<file path="config.mk">
export PLATFORM = sky130hd
export DESIGN_NAME = sadarr_top
export DESIGN_NICKNAME = d
export VERILOG_FILES = /design/src/rtl/sadarr_pkg.sv /design/src/rtl/sadarr_tree.sv /design/src/rtl/sadarr_stage.sv /design/src/rtl/sadarr_top.sv
export SDC_FILE = /design/constraint.sdc
export NUM_CORES = 1
export LEC_CHECK = 0
export ABC_CLOCK_PERIOD_IN_PS = 9400
export BUFFER_PORTS_ARGS = -buffer_cell sky130_fd_sc_hd__buf_4
export CAP_MARGIN = 10
export CORE_ASPECT_RATIO = 2
export CORE_MARGIN = 1
export CORE_UTILIZATION = 60
export CTS_CLUSTER_SIZE = 16
export DETAILED_ROUTE_END_ITERATION = 10
export PLACE_DENSITY = 0.85
export SLEW_MARGIN = 25
export SYNTH_ARGS = -nofsm -noshare
export SYNTH_HDL_FRONTEND = slang
export SYNTH_SLANG_ARGS = --single-unit
</file>
<file path="constraint.sdc">
create_clock -name clk -period 9.4 [get_ports clk]
set_input_delay 2.35 -clock clk [delete_from_list [all_inputs] [get_ports clk]]
set_output_delay 2.35 -clock clk [all_outputs]
set_load 0.01 [all_outputs]
</file>
<file path="src/rtl/sadarr_pkg.sv">
`timescale 1ns/1ps
package sadarr_pkg;
  localparam int PIX_W = 8;
  typedef logic [PIX_W-1:0] pix_t;
endpackage

</file>
<file path="src/rtl/sadarr_tree.sv">
`timescale 1ns/1ps
// Balanced reduction of LEAVES unsigned pixel-wide terms, heap layout.
module sadarr_tree
  import sadarr_pkg::*;
#(
  parameter int LEAVES = 4,
  parameter int SUM_W  = 12
) (
  input  logic [LEAVES*PIX_W-1:0] terms,
  output logic [SUM_W-1:0]        total
);
  localparam int P2    = 1 << $clog2(LEAVES);
  localparam int NODES = 2 * P2 - 1;

  logic [SUM_W-1:0] node [NODES];

  for (genvar i = 0; i < P2; i++) begin : g_leaf
    if (i < LEAVES) begin : g_used
      assign node[P2-1+i] = {{(SUM_W-PIX_W){1'b0}}, terms[i*PIX_W +: PIX_W]};
    end else begin : g_pad
      assign node[P2-1+i] = '0;
    end
  end

  for (genvar k = 0; k < P2 - 1; k++) begin : g_add
    assign node[k] = node[2*k+1] + node[2*k+2];
  end

  assign total = node[0];
endmodule

</file>
<file path="src/rtl/sadarr_stage.sv">
`timescale 1ns/1ps
// One column-group stage: absolute differences, tree, chain addition.
module sadarr_stage
  import sadarr_pkg::*;
#(
  parameter int LANES = 4,
  parameter int SUM_W = 12
) (
  input  logic [LANES*PIX_W-1:0] win,
  input  logic [LANES*PIX_W-1:0] cur,
  input  logic [SUM_W-1:0]       chain_in,
  output logic [SUM_W-1:0]       part
);
  logic [LANES*PIX_W-1:0] diffs;
  logic [SUM_W-1:0]       tree_sum;

  for (genvar l = 0; l < LANES; l++) begin : g_pe
    pix_t a, b;
    assign a = win[l*PIX_W +: PIX_W];
    assign b = cur[l*PIX_W +: PIX_W];
    assign diffs[l*PIX_W +: PIX_W] = (a >= b) ? (a - b) : (b - a);
  end

  sadarr_tree #(.LEAVES(LANES), .SUM_W(SUM_W)) u_tree (
    .terms (diffs),
    .total (tree_sum)
  );

  assign part = tree_sum + chain_in;
endmodule

</file>
<file path="src/rtl/sadarr_top.sv">
`timescale 1ns/1ps
module sadarr_top
  import sadarr_pkg::*;
#(
  parameter int N = 4,
  parameter int M = 2,
  localparam int LANES = (N / 2) * M,
  localparam int IN_W  = LANES * PIX_W,
  localparam int SUM_W = PIX_W + $clog2(N * N),
  localparam int IDX_W = $clog2(N)
) (
  input  logic             clk,
  input  logic             rst_n,
  input  logic             cur_we,
  input  logic [IDX_W-1:0] cur_row,
  input  logic [IDX_W-1:0] cur_col,
  input  logic [PIX_W-1:0] cur_pix,
  input  logic             win_valid,
  output logic             win_ready,
  input  logic             win_first,
  input  logic [IN_W-1:0]  win_pix,
  output logic             sad_valid,
  input  logic             sad_ready,
  output logic [SUM_W-1:0] sad_data
);
  localparam int G      = N / M;
  localparam int H      = N / 2;
  localparam int DLY    = 2 * M;
  localparam int THR    = (G - 1) * M;
  localparam int BEAT_W = $clog2(THR + 1) + 1;
  localparam logic [BEAT_W-1:0] THR_B = BEAT_W'(THR);

  // Preloaded current block
  pix_t cur_q [N][N];
  always_ff @(posedge clk or negedge rst_n) begin
    if (!rst_n) begin
      for (int r = 0; r < N; r++)
        for (int c = 0; c < N; c++)
          cur_q[r][c] <= '0;
    end else if (cur_we) begin
      cur_q[cur_row][cur_col] <= cur_pix;
    end
  end

  // Stream handshake and beat/phase tracking
  logic              xfer;
  logic              phase_q, cur_phase;
  logic [BEAT_W-1:0] beat_q, cur_beat;
  logic              live_q, live, beat_ok;

  assign win_ready = !sad_valid || sad_ready;
  assign xfer      = win_valid && win_ready;
  assign cur_phase = win_first ? 1'b0 : phase_q;
  assign cur_beat  = win_first ? '0 : beat_q;
  assign live      = win_first || live_q;
  assign beat_ok   = live && (cur_beat >= THR_B);

  always_ff @(posedge clk or negedge rst_n) begin
    if (!rst_n) begin
      phase_q <= 1'b0;
      beat_q  <= '0;
      live_q  <= 1'b0;
    end else if (xfer) begin
      phase_q <= ~cur_phase;
      live_q  <= live;
      if (cur_phase && (cur_beat < THR_B)) beat_q <= cur_beat + 1'b1;
      else                                 beat_q <= cur_beat;
    end
  end

  // Stages and systolic chain
  logic [SUM_W-1:0] part  [G];
  logic [SUM_W-1:0] chain [G];

  for (genvar g = 0; g < G; g++) begin : g_stage
    logic [IN_W-1:0] cur_lane;
    for (genvar j = 0; j < M; j++) begin : g_col
      for (genvar i = 0; i < H; i++) begin : g_row
        assign cur_lane[(j*H+i)*PIX_W +: PIX_W] = cur_q[2*i + int'(cur_phase)][g*M + j];
      end
    end

    if (g == 0) begin : g_head
      assign chain[g] = '0;
    end else begin : g_link
      logic [SUM_W-1:0] sr [DLY];
      always_ff @(posedge clk or negedge rst_n) begin
        if (!rst_n) begin
          for (int k = 0; k < DLY; k++) sr[k] <= '0;
        end else if (xfer) begin
          sr[0] <= part[g-1];
          for (int k = 1; k < DLY; k++) sr[k] <= sr[k-1];
        end
      end
      assign chain[g] = sr[DLY-1];
    end

    sadarr_stage #(.LANES(LANES), .SUM_W(SUM_W)) u_stage (
      .win      (win_pix),
      .cur      (cur_lane),
      .chain_in (chain[g]),
      .part     (part[g])
    );
  end

  // Even/odd merge after the last stage
  logic [SUM_W-1:0] acc_q;
  always_ff @(posedge clk or negedge rst_n) begin
    if (!rst_n) begin
      acc_q     <= '0;
      sad_valid <= 1'b0;
      sad_data  <= '0;
    end else begin
      if (xfer && !cur_phase) acc_q <= part[G-1];
      if (xfer && cur_phase) sad_valid <= beat_ok;
      else if (sad_ready)    sad_valid <= 1'b0;
      if (xfer && cur_phase && beat_ok) sad_data <= acc_q + part[G-1];
    end
  end
endmodule

</file>
=== Yosys cells after proc, flatten, opt, wreduce, memory -nomap -nowiden ===
Index checks and enable logic that the tools add are counted.

* Add/sub/neg operators: 26
* Magnitude comparators: 16
* Muxes and demuxes: 24
* Bitwise gates (word level): 5
* Reductions and logical operators: 13

{| class="wikitable"
|+ Operators by type and width
! cell !! number
|-
| two-way mux 32 bit || 5
|-
| binary-select mux 32 bit (select 2 bit) || 2
|-
| bitwise mux 128 bit || 1
|-
| subtractor 8 bit || 16
|-
| two-way mux 8 bit || 9
|-
| demux 32 bit (select 2 bit) || 1
|-
| greater-or-equal comparator 32 x 3 -> 1 bit (second input constant) || 2
|-
| greater-or-equal comparator 8 bit || 8
|-
| adder 8 x 8 -> 9 bit || 4
|-
| NOT 1 -> 32 bit || 1
|-
| NOT 3 -> 32 bit || 1
|-
| adder 12 bit || 2
|-
| adder 9 x 9 -> 10 bit || 2
|-
| demux 8 bit (select 2 bit) || 1
|-
| logical AND 1 bit || 8
|-
| greater-or-equal comparator 3 bit (second input constant) || 2
|-
| < comparator 3 x 1 -> 1 bit (second input constant) || 2
|-
| two-way mux 3 bit || 2
|-
| NOT 2 -> 3 bit || 2
|-
| adder 2 x 1 -> 3 bit (first input constant) || 1
|-
| adder 3 x 1 -> 3 bit (second input constant) || 1
|-
| greater-or-equal comparator 3 x 2 -> 1 bit (second input constant) || 1
|-
| < comparator 3 x 2 -> 1 bit (second input constant) || 1
|-
| two-way mux 1 bit || 3
|-
| other kinds (4) || 6
|}

* Register bits after elaboration: 206
* Bits of input ports: 50
* Output and inout port bits: 14
* Logic and storage cells: 110

=== Longest topological paths before layout ===
* Word-level depth: 12
* Mapped depth: 34
* Mapped depth without buffers: 32

=== By module ===
Synthesis repeated with hierarchy kept, for this count alone.

* Cell total of the unflattened synthesis: 1,761
* Area, all modules: 17,071.4 sq um

{| class="wikitable"
|+ Modules (own cells, without submodules)
! module !! area each (sq um) !! cells each !! times used !! sequential area each (sq um)
|-
| sadarr_top || 9,046.2 || 711 || 1 || 5,154.9
|-
| sadarr_stage || 3,042.9 || 401 || 2 || 0.0
|-
| sadarr_tree || 969.7 || 124 || 2 || 0.0
|}

=== Least setup slack after synthesis ===
Ideal clock, no wire load.

* Path kind: in2reg
* From: input port win_first
* To: register sad_data[10]
* Arrival time: 9.243 ns
* Buffers on the path: 3
* Data required time: 9.335 ns
* Cell stages on the path: 33
* Library setup time: 0.065 ns
* Path slack: 0.092 ns
* Cells stage by stage: nand2b_1 clkbuf_1 buf_2 mux2_2 ha_1 buf_6 a21o_1 a21o_1 a211oi_4 mux2i_1 xor2_1 fa_1 inv_1 fa_1 inv_1 ha_1 a21o_1 a21oi_1 o21ai_0 a21oi_1 xnor2_1 ha_1 a21o_1 a21o_1 a21o_1 nor3_1 nor2_1 ha_1 a21o_1 a31oi_1 nor3b_1 mux2i_1 nand2_1

* Cells in the longest elaborated chain, start to end: 12
* Elaborated cells between the ends (all ways): 37
* Those cells by class: 14 x add/sub; 5 x order compare; 12 x mux; 2 x bitwise; 4 x reduce/logical

{| class="wikitable"
|+ RTL lines
! what !! RTL line !! RTL
|-
| from (decl) || sadarr_top.sv:20 || <nowiki>input logic win_first,</nowiki>
|-
| two-way mux 1 bit * || sadarr_top.sv:53 || <nowiki>assign cur_phase = win_first ? 1'b0 : phase_q;</nowiki>
|-
| adder 2 x 1 -> 3 bit || sadarr_top.sv:79 || <nowiki>assign cur_lane[(j*H+i)*PIX_W +: PIX_W] = cur_q[2*i + int'(cur_phase)][g*M + j];</nowiki>
|-
| NOT 3 -> 32 bit (not written as such) || sadarr_top.sv:79 ||
|-
| binary-select mux 32 bit (select 2 bit) || sadarr_top.sv:79 ||
|-
| two-way mux 32 bit (not written as such) (2 in a row) || sadarr_top.sv:79 ||
|-
| subtractor 8 bit or greater-or-equal comparator 8 bit (tied branches) || sadarr_stage.sv:21 || <nowiki>assign diffs[l*PIX_W +: PIX_W] = (a >= b) ? (a - b) : (b - a);</nowiki>
|-
| two-way mux 8 bit || sadarr_stage.sv:21 ||
|-
| adder 8 x 8 -> 9 bit || sadarr_tree.sv:26 || <nowiki>assign node[k] = node[2*k+1] + node[2*k+2];</nowiki>
|-
| adder 9 x 9 -> 10 bit * || sadarr_tree.sv:26 ||
|-
| adder 12 bit * || sadarr_stage.sv:29 || <nowiki>assign part = tree_sum + chain_in;</nowiki>
|-
| via g_stage[1].u_stage.part[9] || sadarr_stage.sv:12 || <nowiki>output logic [SUM_W-1:0] part</nowiki>
|-
| adder 12 bit * || sadarr_top.sv:117 || <nowiki>if (xfer && cur_phase && beat_ok) sad_data <= acc_q + part[G-1];</nowiki>
|-
| to (signal assigned) || sadarr_top.sv:117 ||
|-
| to (decl) || sadarr_top.sv:24 || <nowiki>output logic [SUM_W-1:0] sad_data</nowiki>
|}

Mark *: on every way through the listed nets, which the timed path passes. The rest lies on a longest branch. The select of a mux whose other input is x is not followed.
A chain may end at the register's enable or synchronous reset.

=== Worst setup path in the final report ===
Same ends and word-level chain as after synthesis.

==> out/results.txt <==
Yosys top cell area share: 31.9%
Post-synth ARST share: 100%
Main area contributors after synthesis: dfrtp_1, ha_1, mux2_2
Skew final: 10.7 ps
Setup TNS: 0 ps
Warnings, synthesis: 0
Max-cap violations: 0
Initial Util: 61.3%
Synthesized cell area: 15500 um2
Clk slew on worst S/H paths: 80 ps
DRC: 1
GPL Wtd Cong: 1.02
RSZ-0062 raised after global routing: no
Synth Net Count: 1783
Width of the die: 116 um
Clock Sinks: 197
Root Buffer: clkbuf_16
Final nets: 1836
Hold Fails Final Rpt: 0
H-tree levels: 4
CP top delay family: adder cells
Critical path arrival: 9420 ps
Commonest cells post-synth: dfrtp_1, mux2_2, ha_1
Fill cells: 2013
Final period utilization: 95.9%
DP HPWL: 33000 um
Via Count: 11700
TritonCTS Buffers: 17
Seq/Total Area, Yosys: 31.9%
Grt ovf: 0
Via density: 6.09
Die area: 26500 um2
Worst-Skew Late Latency: 460 ps
Crit path time final: 9010 ps
Worst slew pin tran: 963 ps
Site row count: 82
Ant. Diodes: 0
Worst Setup End Kind: register
Count leader, synth: dfrtp_1
Post-synthesis cell count: 1523
Worst Path Max Fanout: 8
CP bufs+invs: 4
Die Span Y: 229 um
Number of flops mapped to enable cells by yosys: 0
Status: finished, violations left
Max-slew violations: 0
Initial antenna violation count: 0
Tot GR Track Use: 33.2%
Distinct cells, synth: 54
Top_reg_cell synth: dfrtp_1
Crit Path Category: in2reg
IO Pins: 64
Slowest CP cell: fa_1
Largest stage delay, worst path: 580 ps
FF+latch count, synth: 197
Antenna Violating Nets Remaining: 0
Reg area: 4930 um2
Buffers added on ports: 63
Max Clk Rate: 111 MHz
First-pass GRT wire length: 65000 um
Core area: 25200 um2
CTS max path bufs: 2
Failing checks: design-rule violations
DR WL/cell: 21.5 um
Multi-input logic area: 9680 um2
Iteration-0 DRC Markers: 516
Hold Path Class: reg2reg
Crit start category: input pin
Post-Syn Area per Cell: 10.2 um2
Layout cells sized above 1: 19.9%
Largest net degree at the start of global routing: 80
Routed WL: 41400 um
Crit-path most repeated cell: a21o_1
Dominant cell type by area after synthesis: dfrtp_1
Core Util, Final: 67.5%
Slew headroom: 35.6%
Final setup fails: 0
Area Growth Syn to Fin: 10.0%
First-pass DRT Iterations: 8
Data required time of the worst path: 9810 ps
CTS tree: done
Vias in the first global route: 12500
cells in the final DEF (no fill, tap or decap), types with 8 or more instances in the layout:
master     instances
a211oi_1          19
a211oi_4           8
a21o_1            50
a21o_2             9
a21oi_1           73
a31oi_1           35
buf_4             97
clkbuf_16         17
dfrtp_1          197
fa_1              50
ha_1             160
inv_1            154
mux2_2           162
mux2i_1           98
nand2_1          152
nand3_1            9
nand3b_1          28
nand4_1           24
nor2_1            36
nor3b_1           10
o21a_1             8
o21ai_0           42
xnor2_1           30
xor2_1            35
flip-flops by register name (all words and copies together) (netlist names):
name / flops
sad_data: 12
beat_q: 3
g_stage.g_link.sr: 30
phase_q: 1
acc_q: 11
cur_q: 128
chain: 10
live_q: 1
sad_valid: 1
worst reg2reg max path: cells and delay by family (launching register included):
kind / cells / cell delay [ps]
adder cells (fa/ha/maj): 7 / 2670
AO/OA/AOI/OAI: 11 / 2080
AND/OR/NAND/NOR: 6 / 960
multiplexers: 3 / 620
flip-flops: 1 / 420
XOR/XNOR: 2 / 310
buffers and inverters: 3 / 270
layout make-up:
class	instances	share of cell area (%)
Inverter	154	3.39
Clock inverter	14	1.19
Tap cell	336	2.47
Sequential cell	197	29.0
Clock buffer	18	2.58
Multi-Input combinational cell	1106	56.9
Timing Repair Buffer	100	4.54
per-layer routing:
layer | GRT usage (%) | wire length (um) | vias to the layer above
li1 | - | - | 5375
met1 | 30.5 | 13700 | 5793
met2 | 60.5 | 22400 | 360
met3 | 6.22 | 1470 | 189
met4 | 28.6 | 3840 | 0
met5 | 0 | 0 | -
what timing repair did:
item                       in CTS  in global routing
setup endpoints to repair       0                  3
resized for setup               0                  3
hold buffers                    0                  0
setup buffers                   0                  3
cells by family (layout without fill, tap and decap cells):
kind of cell    count (synthesis)  in the layout  share of synthesized area, %
simple gates                  294            294                          9.12
compound gates                276            276                          12.1
mux                           261            261                          18.2
buf+inv                       220            286                          5.68
fa+ha+maj                     210            210                          19.4
flops                         197            197                          31.9
xor+xnor                       65             65                          3.68
path summary, 6_finish.rpt:
| check | start | endpoint | slack (ps) | cells after the start |
|---|---|---|---|---|
| worst min register to register | live_q | live_q | 460 | 1 |
| max in group asynchronous | rst_n | cur_q[3] | 6300 | 2 |
| min in group asynchronous | rst_n | g_stage[1].g_link.sr[33] | 1830 | 1 |
| worst max-delay path | win_first | sad_data[10] | 390 | 33 |
| worst max register to register | phase_q | sad_data[10] | 2000 | 32 |
| worst min-delay path | live_q | live_q | 460 | 1 |
metrics by stage:
stage	area, um2	hold slack [ps]	std cells	worst slack [ps]
after floorplan	15500	422	1523	91.6
after global placement	16300	437	1890	168
after detailed placement	16300	446	1890	-33.9
after CTS	17000	463	1922	440
after global routing	17000	492	1925	13.6
final	17000	464	1925	386
Power is not shown: default switching activity piles up to over one toggle a cycle in this logic, so the estimate is an artifact.
